[src/rtl/epoch_inserter.sv]
module epoch_inserter #(
  parameter int COARSE_W = 11,
  parameter int EPOCH_W  = 28,
  parameter int FINE_W   = 10,
  parameter int CHAN_W   = 7,
  parameter int WORD_W   = 32
) (
  input  logic                clk,
  input  logic                rst,
  input  logic                cnt_clear,
  input  logic [COARSE_W-1:0] coarse,
  input  logic                hit,
  input  logic [FINE_W-1:0]   fine,
  input  logic [CHAN_W-1:0]   chan,
  output logic                mem_we,
  output logic [WORD_W-1:0]   mem_wdata
);
  localparam int TPAD_W = WORD_W - 1 - CHAN_W - FINE_W - COARSE_W;
  localparam int EPAD_W = WORD_W - 3 - EPOCH_W;

  logic [COARSE_W-1:0] coarse_q;
  logic [EPOCH_W-1:0]  epoch_q;
  logic                dirty_q;
  logic                hold_q;
  logic [WORD_W-1:0]   held_q;

  wire                wrap       = coarse < coarse_q;
  wire [EPOCH_W-1:0]  epoch_now  = epoch_q + EPOCH_W'(wrap);
  wire                need_epoch = dirty_q | wrap;
  wire [WORD_W-1:0]   time_word  = {1'b1, chan, {TPAD_W{1'b0}}, fine, coarse};
  wire [WORD_W-1:0]   epoch_word = {3'b011, {EPAD_W{1'b0}}, epoch_now};
  wire                is_epoch   = mem_we && mem_wdata[WORD_W-1 -: 3] == 3'b011;

  always_ff @(posedge clk) begin
    if (rst) begin
      coarse_q  <= '0;
      epoch_q   <= '0;
      dirty_q   <= 1'b1;
      hold_q    <= 1'b0;
      held_q    <= '0;
      mem_we    <= 1'b0;
      mem_wdata <= '0;
    end else begin
      coarse_q <= coarse;
      mem_we   <= 1'b0;
      hold_q   <= 1'b0;
      if (cnt_clear) begin
        epoch_q <= '0;
        dirty_q <= 1'b1;
      end else begin
        epoch_q <= epoch_now;
        if (wrap) dirty_q <= 1'b1;
        if (hold_q) begin
          mem_we    <= 1'b1;
          mem_wdata <= held_q;
        end else if (hit) begin
          mem_we <= 1'b1;
          if (need_epoch) begin
            mem_wdata <= epoch_word;
            held_q    <= time_word;
            hold_q    <= 1'b1;
            dirty_q   <= 1'b0;
          end else begin
            mem_wdata <= time_word;
          end
        end
      end
    end
  end

  assert_epoch_then_time_R5: assert property (@(posedge clk) disable iff (rst)
    (is_epoch && !cnt_clear) |=> (mem_we && mem_wdata[WORD_W-1]));

  assert_single_epoch_R6: assert property (@(posedge clk) disable iff (rst)
    is_epoch |=> !is_epoch);

  assert_epoch_source_R3: assert property (@(posedge clk) disable iff (rst)
    (epoch_q != $past(epoch_q)) |-> ($past(wrap) || $past(cnt_clear)));

  assert_clear_quiet_R9: assert property (@(posedge clk) disable iff (rst)
    cnt_clear |=> !mem_we);
endmodule

[config.mk]
export PLATFORM = sky130hd
export DESIGN_NAME = epoch_inserter
export DESIGN_NICKNAME = d
export VERILOG_FILES = /design/src/rtl/epoch_inserter.sv
export SDC_FILE = /design/constraint.sdc
export NUM_CORES = 1
export LEC_CHECK = 0
export CAP_MARGIN = 20
export CORE_ASPECT_RATIO = 2
export CORE_MARGIN = 1
export CORE_UTILIZATION = 45
export CTS_BUF_LIST = sky130_fd_sc_hd__clkbuf_8 sky130_fd_sc_hd__clkbuf_16
export DETAILED_ROUTE_END_ITERATION = 8
export PLACE_DENSITY_LB_ADDON = 0.25
export SLEW_MARGIN = 15
export SYNTH_ARGS = -nofsm -noshare
export SYNTH_HDL_FRONTEND = slang
export SYNTH_SLANG_ARGS = --single-unit
[constraint.sdc]
create_clock -name clk -period 4.5 [get_ports clk]
set_clock_uncertainty 0.05 [all_clocks]
set_input_delay 1.125 -clock clk [delete_from_list [all_inputs] [get_ports clk]]
set_output_delay 1.125 -clock clk [all_outputs]
set_load 0.005 [all_outputs]
==> results of run 1 <==
[placed cells by master, fill, tap and decap left out, drive strengths merged, types with 3 or more instances in the layout]
master           n
a211oi          13
a21oi           55
a22oi            4
a311oi           3
and2             6
and3             5
buf             15
bufinv           4
clkbuf           9
clkdlybuf4s50   63
dfxtp          103
ha              12
inv             29
mux2            13
nand2           20
nand3           40
nand3b          17
nand4           12
nor2            61
nor2b            4
nor3             9
nor3b            5
nor4             3
o21a             3
o21ai           47
o31ai            5
xnor2           13
xor2            13
[power breakdown]
part	switching [mW]	total (mW)	internal [mW]
registers	0.0147	0.958	0.943
clock network	0.336	0.932	0.597
logic	0.125	0.224	0.0996
[registers in the layout, indices dropped and copies added, names as in the netlist]
name,count
coarse_q,11
dirty_q,1
epoch_q,28
held_q,29
mem_wdata,32
mem_we,1
hold_q,1
[worst min-delay path by stage]
stage | endpoint | slack (ns) | start | cells after the start
2_1_floorplan | held_q[31]$_SDFFE_PP0P_ | 0.39 | held_q[31]$_SDFFE_PP0P_ | 2
3_3_place_gp | mem_wdata[29]$_SDFFE_PP0P_ | 0.39 | mem_wdata[29]$_SDFFE_PP0P_ | 2
3_5_place_dp | mem_wdata[30]$_SDFFE_PP0P_ | 0.40 | mem_wdata[30]$_SDFFE_PP0P_ | 2
4_1_cts | mem_wdata[30]$_SDFFE_PP0P_ | 0.42 | mem_wdata[30]$_SDFFE_PP0P_ | 2
5_1_grt | mem_wdata[30]$_SDFFE_PP0P_ | 0.44 | mem_wdata[30]$_SDFFE_PP0P_ | 2
6_report | mem_wdata[29]$_SDFFE_PP0P_ | 0.42 | mem_wdata[29]$_SDFFE_PP0P_ | 2
[final cells by class]
class                   instances  area share (%)
clock inverters                 7           2.328
well taps                     135           2.883
clock buffers                   9           3.845
inverters                      28           1.794
multi-input cells             383           41.09
repair buffers                 78           12.86
flip-flops and latches        103           35.20
[worst reg2reg max path, cell delays in order, from the launching register on]
cell,delay (ns)
dfxtp_1,0.31
inv_1,0.04
ha_1,0.28
a21o_1,0.18
a31oi_1,0.19
o31ai_2,0.12
nor2_1,0.14
ha_1,0.21
ha_1,0.18
nand4_1,0.16
nor4_4,0.41
nand4_1,0.18
xor2_1,0.19
mux2_2,0.28
a211oi_2,0.21
[layer usage]
| layer | part of all wire (%) | vias to the layer above |
|---|---|---|
| li1 | - | 2027 |
| met1 | 39 | 2029 |
| met2 | 54 | 130 |
| met5 | 0 | - |
| met4 | 3.0 | 0 |
| met3 | 4.3 | 23 |
[cell families (layout without fill, tap and decap cells)]
| family | Yosys count | count (layout) | synth area share (%) |
|---|---|---|---|
| xor+xnor | 26 | 26 | 4.824 |
| flops | 103 | 103 | 43.68 |
| mux | 13 | 13 | 3.101 |
| simple gates | 188 | 188 | 21.28 |
| compound gates | 144 | 144 | 18.26 |
| fa+ha+maj | 12 | 12 | 3.180 |
| buf+inv | 68 | 122 | 5.672 |
[per-stage QoR]
stage	total power, mW	cell area, µm²
floorplan	1.101	4721
global placement	1.198	5497
detailed placement	1.202	5497
CTS	2.127	5858
global route	2.189	5858
finish	2.114	5858
==> results.toml, run 1 <==
[outcome]
outcome = "completed"

[worst_setup_path]
r2r_end = "mem_wdata[18]$_SDFFE_PP0P_"
rr_startpoint = "coarse_q[2]$_SDFF_PP0_"
r2r_slack_ns = 1.29
ff2ff_path_depth = 14
path_buf_inv = 1
slowest_stage = "clkdlybuf4s50_1"
cpMostUsedCell = "ha_1"
cp_cell_sequence = "clkdlybuf4s50_1, ha_1, a21o_1, a31oi_1, o31ai_2, nor2_1, ha_1, ha_1, nand4_1, nor4_4, nand4_1, xor2_1, mux2_2, a211oi_2"
crit_path_end_kind = "register"
crit_path_start = "coarse[2]"
startpoint_type = "primary input"
arrival_ns = 4.37
worstPathRequired_ns = 4.71
crit_end = "mem_wdata[18]$_SDFFE_PP0P_"
path_depth = 14
max_stage_delay_ns = 0.46
critical_path.top_delay_family = "simple AND/OR/NAND/NOR gates"
path_class = "primary input to register"
worstPathMaxFanout = 5

[pwr]
leakage_nw = 2.100
ir_drop_v = 0.0003181
p_per_area_nw_per_um2 = 360.9

[sta]
fin_setup_tns_ns = 0
rsz0062_at_grt = "no"
setup-violations-final = 0
fmax_mhz = 240.4
fin_ws_ns = 0.3396
period_minus_slack_ns = 4.160
slew_headroom_pct = 49.60
tightestPinTransition_ns = 0.7561
hold_slack_ns = 0.4183
post-route-period-util_pct = 92.45
hold_viol = 0
drv_slew = 0

[logic_synthesis]
synth_edf_count = 0
syn-num-nets = 598
async_flop_share_pct = 0
syn_area_per_cell_um2 = 8.521
synthMostInstantiatedCell = "dfxtp_1"
synthDominantCellAreaShare_pct = 43.68
netlist_instances = 554
yosys_warnings = 0
synthDistinctLibCells = 47
synth_ff_type = "dfxtp_1"
ys_ff_latch = 103
post_synth_main_area_contributors = "dfxtp_1 (44%), a21oi_1 (5.8%), o21ai_0 (5.0%)"
synth_commonest_cells = "dfxtp_1 (103), nor2_1 (61), a21oi_1 (55)"
yosysSeqAreaShare_pct = 43.68
syn-cell-area_um2 = 4721
yosys.area.top_type = "dfxtp_1"

[detailed_routing]
drt-total-wl_um = 12530
drtIter0Drc = 224
via_per_inst = 5.665
drc = 0
first_pass_iters = 5
route.vias.total = 4209
routedWlPerCell_um = 16.86
ant_nets = 0

[layout]
drive_gt1_share_pct = 9.375
regArea_um2 = 2062
multi_input_area_um2 = 2407
num-fill-cells = 941
stdcell_count = 743
fin_nets = 647
antenna_cells = 0
fin_util_pct = 57.72
area.growth.synth_to_final_pct = 24.09

[global_routing]
antenna_found_initial = 0
first_global_vias = 4228
grt-ovfl-total = 0
use_met3_pct = 3.704
gr-usage-met1_pct = 26.96
grt_pass1_wl_um = 20260
grt_max_degree = 69
grt-busiest-layer = "met2"
grt_usage_pct = 24.27
grt_util_met2_pct = 43.56

[clock_network]
post_cts_buffers = 0
h-tree-depth = 3
cts_made_buffers = 9
hold_buffers = 0
clockBufferDepth = 2
cts_sinks = 103
path_clk_slew_ns = 0.07
clockRootBuffer = "clkbuf_16"
clkLatencyLatePin_ns = 0.35
cts_tree = "yes"
cts_resized = 0

[hold_path]
hold_class = "register to register"

[placement]
hpwl_um = 8292
io_buffers = 64
pre_cts_slack_ns = -0.00003553
dp.cells = 727
gp_congestion = 0.8463

[floorplan]
die-area_um2 = 10930
boundaryPins = 65
die_y_um = 146.9
rows = 52
core_area_um2 = 10150
start_util_pct = 46.51
die_w_um = 74.43

[flow_run]
max_cap_viol_count = 0
Power figures use the tool's default switching activity.
==> run 2: changes to the inputs <==
--- a/config.mk
+++ b/config.mk
@@ -6,7 +6,6 @@
 export NUM_CORES = 1
 export LEC_CHECK = 0
 export CAP_MARGIN = 20
-export CORE_ASPECT_RATIO = 2
 export CORE_MARGIN = 1
 export CORE_UTILIZATION = 45
 export CTS_BUF_LIST = sky130_fd_sc_hd__clkbuf_8 sky130_fd_sc_hd__clkbuf_16
==> run 2 against run 1 <==
Sequential share of layout area up 1.1 points; clock-buffer cell count unchanged; critical path depth unchanged; global-route usage down 0.82 points; fmax down 1.4%; worst setup slack worse by 0.059 ns; design area down 3.1%; total power down 20%; wire length down 1.6%; sequential power about the same; first-iteration DRC count up 4.5%; sequential cell count unchanged; highest routed layer unchanged.
==> results.toml, run 2 (synthesized netlist as in run 1, its figures left out) <==
[detailed_routing]
route.vias.total = 4165
via_per_inst = 5.591
drt-total-wl_um = 12320
drtIter0Drc = 234
ant_nets = 0
drc = 0
routedWlPerCell_um = 16.54
first_pass_iters = 4

[layout]
reg_top3 = "mem_wdata (32), held_q (29), epoch_q (28)"
fin_nets = 649
drive_gt1_share_pct = 9.524
largest_reg_flops = 32
num-fill-cells = 940
area.growth.synth_to_final_pct = 20.25
antenna_cells = 0
stdcell_count = 745
fin_util_pct = 55.48
final_common_cell = "dfxtp_1"
final_cell_mix = "dfxtp_1 (103), clkdlybuf4s50_1 (63), nor2_1 (59)"
top_register = "mem_wdata"
stdcell_area_um2 = 5677

[clock_network]
clockRootBuffer = "clkbuf_8"
post_cts_buffers = 0
h-tree-depth = 3
path_clk_slew_ns = 0.10
cts_resized = 0
cts_made_buffers = 9
clkLatencyLatePin_ns = 0.37
clockBufferDepth = 2
hold_buffers = 0
cts_sinks = 103
cts_tree = "yes"

[placement]
io_buffers = 64
pre_cts_slack_ns = -0.04724
hpwl_um = 8501
placed_cell_area_um2 = 5513
gp_congestion = 0.8432
dp.cells = 730

[flow_run]
max_cap_viol_count = 0

[floorplan]
boundaryPins = 65
start_util_pct = 46.14
rows = 37
die_w_um = 104.4
core_area_um2 = 10230
die_y_um = 104.4
die-area_um2 = 10900

[worst_setup_path]
worstPathMaxFanout = 5
path_buf_inv = 1
cp_cell_sequence = "clkdlybuf4s50_1, ha_1, a21o_1, a31oi_1, o31ai_2, nor2_1, ha_1, ha_1, nand4_1, nor4_4, nand3_2, xor2_1, or3_1, a311oi_2"
critical_path.top_delay_family = "simple AND/OR/NAND/NOR gates"
cpMostUsedCell = "ha_1"
arrival_ns = 4.45
max_stage_delay_ns = 0.46
worstPathRequired_ns = 4.73
startpoint_type = "primary input"
crit_path_start = "coarse[2]"
crit_path_end_kind = "register"
rr_startpoint = "coarse_q[2]$_SDFF_PP0_"
slowest_stage = "clkdlybuf4s50_1"
path_class = "primary input to register"

[global_routing]
grt-ovfl-total = 0
grt_max_degree = 39
first_global_vias = 4218
grt_usage_pct = 23.45
grt_pass1_wl_um = 20550
antenna_found_initial = 0

[outcome]
outcome = "completed"

[hold_path]
hold_class = "register to register"
hp-start = "held_q[16]$_SDFFE_PP0P_"

[sta]
post-route-period-util_pct = 93.77
tightestPinTransition_ns = 0.8499
slew_headroom_pct = 43.34
setup-violations-final = 0
period_minus_slack_ns = 4.220
drv_slew = 0
hold_slack_ns = 0.4262
hold_viol = 0
fin_ws_ns = 0.2804
rsz0062_at_grt = "no"
fmax_mhz = 237.0

[pwr]
ir_drop_v = 0.0001385
p_per_area_nw_per_um2 = 299.5
leakage_nw = 2.014
## run 2: changes by cell type in the layout (fill, tap and decap cells not counted), sizes merged
cell / before / now
buf: 15 / 17
bufinv: 4 / 0
clkinv: 1 / 2
clkinvlp: 1 / 3
## run 2: power breakdown
part	internal, mW	switching, mW	total (mW)
Combinational	0.0996	0.122	0.222
Clock	0.196	0.322	0.519
Sequential	0.943	0.0172	0.960
Total	1.24	0.462	1.70
## run 2: metal layers
layer	global-route usage (%)	up-vias	routed length, µm
met1	31.01	2015	5825
met4	6.837	0	191
met5	0	-	0
met2	38.55	96	5817
met3	4.637	18	488
li1	-	2036	-
## run 2: layout make-up
type | count | area [µm²] | area share, %
Clock inverter | 6 | 40.04 | 0.7053
Tap cell | 136 | 170.2 | 2.998
Multi-Input combinational cell | 383 | 2407 | 42.41
Timing Repair Buffer | 80 | 768.2 | 13.53
Inverter | 28 | 105.1 | 1.851
Sequential cell | 103 | 2062 | 36.32
Clock buffer | 9 | 123.9 | 2.182
## run 2: worst register-to-register path, stage by stage, from the launching register on
cell,delay (ns)
dfxtp_1,0.32
inv_1,0.04
ha_1,0.29
a21o_1,0.18
a31oi_1,0.17
o31ai_2,0.14
nor2_1,0.18
ha_1,0.23
ha_1,0.18
nand4_1,0.15
nor4_4,0.41
nand3_2,0.12
xor2_1,0.18
or3_1,0.37
a311oi_2,0.21
## run 2: metrics by stage
stage | total power [mW] | TNS, ns
floorplan | 1.101 | 0
global placement | 1.195 | 0
detailed placement | 1.201 | -0.05260
CTS | 1.708 | 0
global route | 1.774 | 0
finish | 1.700 | 0
## run 2: path summary, 6_finish.rpt
| kind | end | slack, ns | cells past startpoint |
|---|---|---|---|
| hold reg to reg | held_q[16]$_SDFFE_PP0P_ | 0.43 | 2 |
| setup reg to reg | mem_wdata[14]$_SDFFE_PP0P_ | 1.19 | 14 |
| setup / recovery | mem_wdata[14]$_SDFFE_PP0P_ | 0.28 | 14 |
| hold / removal | held_q[16]$_SDFFE_PP0P_ | 0.43 | 2 |
